File: src/rtl/mchk_collector.sv
module mchk_collector #(
  parameter int RECOV_LIMIT = 8
) (
  input  logic        clk,
  input  logic        rst_n,
  input  logic        sysdmg_stb,
  input  logic        procdmg_stb,
  input  logic        recov_stb,
  input  logic        itmr_stb,
  input  logic        extdmg_stb,
  input  logic        stor_err_stb,
  input  logic        key_err_stb,
  input  logic        warn_lvl,
  input  logic        tod_fault,
  input  logic        cput_dmg,
  input  logic        cput_ie,
  input  logic        ccmp_dmg,
  input  logic        ccmp_ie,
  input  logic [5:0]  sub_mask,
  input  logic        delayed_in,
  input  logic [10:0] vld_flags,
  input  logic        ack,
  output logic        irq_req,
  output logic        irq_exigent,
  output logic        code_vld,
  output logic [63:0] code_out
);
  localparam int CW = $clog2(RECOV_LIMIT + 2);
  localparam logic [CW-1:0] LIM_V = CW'(RECOV_LIMIT);
  localparam logic [CW-1:0] TOP_V = CW'(RECOV_LIMIT + 1);

  logic sd_q, pd_q, sr_q, td_q, cd_q, ed_q, dg_q, se_q, ke_q, tod_q;
  logic [CW-1:0] cnt_q, cnt_base, cnt_d;
  logic [5:0] rep_pend, rep_live;
  logic [10:0] vbits;
  logic [63:0] code_d;
  logic take, cd_set, dg_set;

  assign rep_pend    = {warn_lvl, dg_q, ed_q, cd_q, td_q, sr_q};
  assign rep_live    = rep_pend & sub_mask;
  assign irq_exigent = sd_q | pd_q;
  assign irq_req     = irq_exigent | (|rep_live);
  assign take        = ack & irq_req;
  assign cd_set      = (tod_fault & ~tod_q) | (cput_dmg & cput_ie) | (ccmp_dmg & ccmp_ie);

  assign cnt_base = (take && rep_live[4]) ? '0 : cnt_q;
  assign dg_set   = recov_stb && (cnt_base >= LIM_V);
  assign cnt_d    = (recov_stb && cnt_base != TOP_V) ? cnt_base + 1'b1 : cnt_base;

  assign vbits = sd_q ? '0 : vld_flags;

  always_comb begin
    code_d        = '0;
    code_d[0]     = sd_q;
    code_d[1]     = pd_q;
    code_d[5:2]   = rep_live[3:0];
    code_d[7]     = rep_live[4];
    code_d[8]     = rep_live[5];
    code_d[15]    = delayed_in;
    code_d[16]    = se_q;
    code_d[18]    = ke_q;
    code_d[24:20] = vbits[4:0];
    code_d[29:27] = vbits[7:5];
    code_d[31]    = vbits[8];
    code_d[47:46] = vbits[10:9];
  end

  always_ff @(posedge clk) begin
    if (!rst_n) begin
      {sd_q, pd_q, sr_q, td_q, cd_q, ed_q, dg_q, se_q, ke_q, tod_q} <= '0;
      cnt_q    <= '0;
      code_vld <= 1'b0;
      code_out <= '0;
    end else begin
      sd_q  <= (sd_q & ~take) | sysdmg_stb;
      pd_q  <= (pd_q & ~take) | procdmg_stb;
      se_q  <= (se_q & ~take) | stor_err_stb;
      ke_q  <= (ke_q & ~take) | key_err_stb;
      sr_q  <= (sr_q & ~(take & sub_mask[0])) | recov_stb;
      td_q  <= (td_q & ~(take & sub_mask[1])) | itmr_stb;
      cd_q  <= (cd_q & ~(take & sub_mask[2])) | cd_set;
      ed_q  <= (ed_q & ~(take & sub_mask[3])) | extdmg_stb;
      dg_q  <= (dg_q & ~(take & sub_mask[4])) | dg_set;
      tod_q <= tod_fault;
      cnt_q <= cnt_d;
      code_vld <= take;
      if (take) code_out <= code_d;
    end
  end
endmodule


File: config.mk
export PLATFORM = sky130hd
export DESIGN_NAME = mchk_collector
export DESIGN_NICKNAME = d
export VERILOG_FILES = /design/src/rtl/mchk_collector.sv
export SDC_FILE = /design/constraint.sdc
export NUM_CORES = 1
export LEC_CHECK = 0
export BUFFER_PORTS_ARGS = -buffer_cell sky130_fd_sc_hd__buf_2
export CORE_MARGIN = 2
export CORE_UTILIZATION = 45
export DETAILED_ROUTE_END_ITERATION = 10
export PLACE_DENSITY = 0.8
export RECOVER_POWER = 25
export SLEW_MARGIN = 20
export SYNTH_ARGS = -nofsm -noshare
export SYNTH_HDL_FRONTEND = slang
export SYNTH_SLANG_ARGS = --single-unit
File: constraint.sdc
create_clock -name clk -period 1.8 [get_ports clk]
set_input_delay 0 -clock clk [delete_from_list [all_inputs] [get_ports clk]]
set_output_delay 0 -clock clk [all_outputs]
set_load 0.01 [all_outputs]
==> impl_metrics.tcl, run 1 <==
set metrics [dict create \
    status "finished, final reports clean" \
    tns_ns 0 \
    fmax_mhz 605 \
    post_cts_buffers 0 \
    drtIter0Drc 52 \
    synthCells 215 \
    crit_path_start_kind "register" \
    reg2reg_to "code_out[24]" \
    hold_depth 3 \
    grt_pass1_vias 1402 \
    fin_crit_sh 0.918 \
    die_w_um 68.7 \
    endpoint_kind "register" \
    holdWs_ns 0.00542 \
    fin_skew_ns 0.00693 \
    r2r_cells 5 \
    hpwl_mm 2.80 \
    maxCapViolations 0 \
    clk_path_buf_depth 2 \
    cts_tree "done" \
    synthTopCellsByArea "dfxtp_1 39%, buf_4 17%, mux2i_1 12%, nand2_1 6.6%, nand3b_1 4.4%" \
    routed_via_density 4.63 \
    critical_path.max_fanout 16 \
    grt_max_degree 29 \
    min_path_type "input pin to register" \
    synth_top_area_frac 0.393 \
    gp_congestion 0.746 \
    vias 1607 \
    cpMostUsedCell "buf_4" \
    layout_min_cycle_time_ns 1.65 \
    hold_start "sub_mask[3]" \
    antenna_cells 0 \
    synth_area_um2 1880 \
    synth_flop_cell "dfxtp_1" \
    worstSetupPathType "register to register" \
    setup_viol 0 \
    clock_latency_ns 0.29 \
    start_util 0.468 \
    r2r_start "cd_q" \
    grt_pass1_wl_mm 5.91 \
    antenna_found_initial 0 \
    wl_mm 4.05 \
    ant_nets 0 \
    synth_top_cell_by_area "dfxtp_1" \
    cp.required_ns 2.01 \
    post_drt_wl_per_cell_um 11.7 \
    nets 333 \
    fin_ws_ns 0.148 \
    globalRouteTotalUtil 0.171 \
    layout-drive-gt1-share 0.209 \
    power.total_mw 1.93 \
    cp_slowest_stage_delay_ns 0.39 \
    placed_cells 319 \
    synth_edf_count 0 \
    maxSlewViolCount 0 \
    ys_ff_latch 37 \
    core_area_um2 4030 \
    path_delay_family "compound AO/OA/AOI/OAI gates" \
    powerDensity_nw_per_um2 803 \
    dpl_cell_area_um2 2100 \
    async_flop_share 0 \
    crit_slowest_cell "a31oi_4" \
    irDropWorstVdd_uv 446 \
    fin_cells 347 \
    chipHeight_um 68.7 \
    yosys_warnings 0 \
    cts_resized 0 \
    avgSynthCellArea_um2 8.76 \
    port_buffers 58 \
    rows 23 \
    largest_register_ffs 22 \
    finish.utilization 0.595 \
    clk_pin_slew_worst_paths_ns 0.07 \
    crit_chain "a222oi_1 -> buf_4 -> a31oi_4 -> buf_4 -> mux2i_1" \
    numCtsBuffers 5 \
    p_leak_nw 1.12 \
    holdBufCountCts 21 \
    ys_types 34 \
    rsz0062_at_grt "no" \
    cp.arrival_ns 1.87 \
    h-tree-depth 2 \
    rrSetupSlack_ns 0.15 \
    reg.largest.list "code_out: 22 flops, cnt_q: 4 flops" \
    cp.buffers_inverters 2 \
    place_ws_ns 0.164 \
    seq_area_frac_synth 0.393 \
    largest-register "code_out" \
    clock_tree.root_cell "clkbuf_8" \
    die_area_um2 4720 \
    io_pins 101 \
    cts_sinks 37 \
    drc_errors 0 \
    hold_viol 0 \
    final_area_um2 2400 \
    first_pass_iters 4 \
    area_growth_pct 27.3 \
    overflow 0 \
    whs_endpoint "code_out[5]" \
]
[where the power goes]
group / internal (mW) / leakage (nW) / switching, mW
Combinational: 0.156 / 0.764 / 0.193
Sequential: 0.869 / 0.304 / 0.0265
Clock: 0.402 / 0.0540 / 0.279
[worst max-delay path by stage]
| stage | startpoint | end | slack, ns | cells past startpoint |
|---|---|---|---|---|
| 6_report | cd_q | code_out[24] | 0.15 | 5 |
| 5_1_grt | dg_q | code_out[24] | 0.04 | 5 |
| 4_1_cts | cd_q | code_out[20] | 0.15 | 5 |
| 3_5_place_dp | cd_q | code_out[24] | 0.16 | 5 |
| 3_3_place_gp | cd_q | code_out[21] | 0.22 | 5 |
| 2_1_floorplan | dg_q | cnt_q[0] | 0.24 | 5 |
[cell usage after synthesis, types with 2 or more instances]
master     n
nand2_1   33
a21boi_0   2
nand3b_1  11
ha_1       2
clkbuf_1   8
nor2_1     4
o21ai_0    7
mux2i_1   22
a31oi_1    4
nand3_1   10
buf_4     43
and2_1     3
dfxtp_1   37
inv_1      7
a21oi_1    3
[cells in the final DEF, fill, tap and decap left out, types with 4 or more instances in the layout]
cell type       n
buf_2          45
conb_1         42
dfxtp_1        37
nand2_1        33
mux2i_1        22
dlygate4sd3_1  21
clkbuf_1       13
nand3b_1       11
nand3_1        10
inv_1           7
o21ai_0         7
buf_4           7
clkbuf_8        5
nor2_1          4
[routing by layer]
layer  global-route usage  wire, um  up-vias
met5                    0         0        -
met4                0.103       113        0
met3               0.0536       286        8
met2                0.275      1950       74
met1                0.199      1700      722
li1                     -         -      803
[cell type report]
type	count	area, um^2
Clock inverter	2	35.0
Multi-Input combinational cell	160	928
Fill cell	381	1630
Tap cell	50	62.6
Inverter	7	26.3
Clock buffer	5	68.8
Sequential cell	37	741
Timing Repair Buffer	86	537
[cells by family after synthesis]
family / share of synthesized area
compound gates: 0.0936
fa+ha+maj: 0.0133
buf+inv: 0.204
flops: 0.393
mux: 0.117
other cells: 0.00199
simple gates: 0.177
[worst register-to-register path: stages (launching register included)]
cell and delay [ns]:
dfxtp_1 0.36, a222oi_1 0.11, buf_4 0.15, a31oi_4 0.39
buf_4 0.35, mux2i_1 0.23
Power figures use the tool's default switching activity.
==> run 2: changes to the inputs <==
- CORE_UTILIZATION: 45 -> 40
- PLACE_DENSITY: 0.8 -> 0.76
- clock period: 1.8 -> 1.4 ns (I/O delays scaled with it)
==> run 2 against run 1 <==
Effect of this change: the flow now finishes with violations (setup timing); fmax rose by 15%; first-iteration DRC count grew 85%; critical endpoint is now td_q; non-clock buffer count grew 5; utilization is 1.5 points lower; combinational power up 43%; register-to-register slack lost 0.18 ns; sequential cell count unchanged.
==> impl_metrics.tcl, run 2 (synthesized netlist as in run 1, its figures left out) <==
set metrics [dict create \
    clock_latency_ns 0.29 \
    cp.required_ns 1.61 \
    grt-busiest-layer "met2" \
    start_util 0.424 \
    fmax_mhz 698 \
    grt_pass1_wl_mm 6.39 \
    crit_slowest_cell "a222oi_1" \
    setup_viol 6 \
    largest_register_ffs 22 \
    p_leak_nw 1.20 \
    rows 24 \
    clk_path_buf_depth 2 \
    path_delay_family "compound AO/OA/AOI/OAI gates" \
    globalRouteTotalUtil 0.155 \
    vias 1648 \
    io_pins 101 \
    irDropWorstVdd_uv 552 \
    antenna_found_initial 0 \
    reg.largest.list "code_out: 22 flops, cnt_q: 4 flops" \
    crit_chain "a222oi_1 -> buf_4 -> a31oi_4 -> buf_12 -> a31oi_1" \
    clock_tree.root_cell "clkbuf_8" \
    wl_mm 4.16 \
    largest-register "code_out" \
    port_buffers 58 \
    grt_use_met1 0.171 \
    overflow 0 \
    ant_nets 0 \
    routed_via_density 4.64 \
    cts_tree "done" \
    holdWs_ns 0.0307 \
    grt_util_met2 0.280 \
    first_pass_iters 4 \
    layout_min_cycle_time_ns 1.43 \
    cp_slowest_stage_delay_ns 0.33 \
    antenna_cells 0 \
    status "finished, violations left" \
    met3_usage 0.0331 \
    power.total_mw 2.74 \
    worstSetupPathType "register to register" \
    h-tree-depth 2 \
    fin_ws_ns -0.0319 \
    final_cell_mix "52 x buf_2, 42 x conb_1, 36 x dfxtp_1" \
    powerDensity_nw_per_um2 1060 \
    layout-drive-gt1-share 0.254 \
    fin_skew_ns 0.00512 \
    core_area_um2 4440 \
    gp_congestion 0.812 \
    endpoint_kind "register" \
    crit_path_start_kind "register" \
    drc_errors 0 \
    maxSlewViolCount 0 \
    cts_sinks 37 \
    critical_path.max_fanout 24 \
    r2r_start "cd_q" \
    hold_start "ack" \
    numCtsBuffers 5 \
    min_path_type "input pin to register" \
    area_growth_pct 36.9 \
    die_w_um 72.6 \
    clk_pin_slew_worst_paths_ns 0.07 \
    chipHeight_um 72.6 \
    cp.buffers_inverters 2 \
    layout_commonest_cell "buf_2" \
    die_area_um2 5280 \
    hold_viol 0 \
    grt_pass1_vias 1529 \
    violations "setup timing" \
    rsz0062_at_grt "yes" \
    maxCapViolations 0 \
    hpwl_mm 2.81 \
    cp.arrival_ns 1.64 \
    post_drt_wl_per_cell_um 11.7 \
    worstSetupStartpoint "cd_q" \
    nets 338 \
    fin_crit_sh 1.02 \
    drtIter0Drc 96 \
    grt_max_degree 42 \
]
[run 2: cell types whose count changed in the layout (fill, tap and decap cells not counted), sizes merged]
| cell | change |
|---|---|
| dlygate4sd3 | +4 |
| clkbuf | -7 |
| bufinv | +1 |
| buf | +8 |
[run 2: final timing paths]
| check | to | slack (ns) | depth (start not counted) |
|---|---|---|---|
| worst max-delay path | td_q | -0.03 | 5 |
| worst min-delay path | code_out[5] | 0.03 | 3 |
| worst max register to register | td_q | -0.03 | 5 |
| worst min register to register | code_out[5] | 0.46 | 2 |
[run 2: worst register-to-register path, delay by kind of cell, from the launching register on]
family                 cells  cell delay [ns]
AOI/OAI and AO/OA          3             0.64
buffers and inverters      2             0.39
DFF                        1             0.31
[run 2: what timing repair did]
item / in CTS / in global routing
cloned: 0 / 0
setup endpoints to repair: 13 / 33
hold buffers: 25 / 0
buffers inserted: 0 / 0
hold endpoints to repair: 26 / 0
pin swaps: 0 / 2
resized for setup: 1 / 6
[run 2: cell type report]
class | instances | area, um^2
fill | 406 | 1860
multi-input combinational | 160 | 980
sequential | 37 | 744
timing repair buffer | 91 | 631
clock buffer | 5 | 68.8
clock inverter | 3 | 65.1
tap | 52 | 65.1
inverter | 7 | 26.3
[run 2: metal layers]
metal / up-vias / wire length (um)
met5: - / 0
met4: 0 / 109
met3: 9 / 285
met2: 78 / 2050
met1: 747 / 1720
li1: 814 / -
[run 2: power by group]
part	switching (mW)	total, mW	leakage (nW)	internal (mW)
registers	0.0332	1.15	0.305	1.12
clock network	0.385	1.09	0.0681	0.708
logic	0.265	0.502	0.829	0.237
[run 2: per-stage QoR]
step                cells  cell area, um^2   util  setup slack, ns   TNS, ns
floorplan             256             2060      -           0.0255         0
global placement      322             2170  0.488         -0.00351  -0.00351
detailed placement    322             2170  0.488          -0.0319    -0.147
CTS                   355             2550  0.575          -0.0498    -0.180
global route          355             2580  0.581           -0.142     -2.57
finish                355             2580  0.581          -0.0319   -0.0817
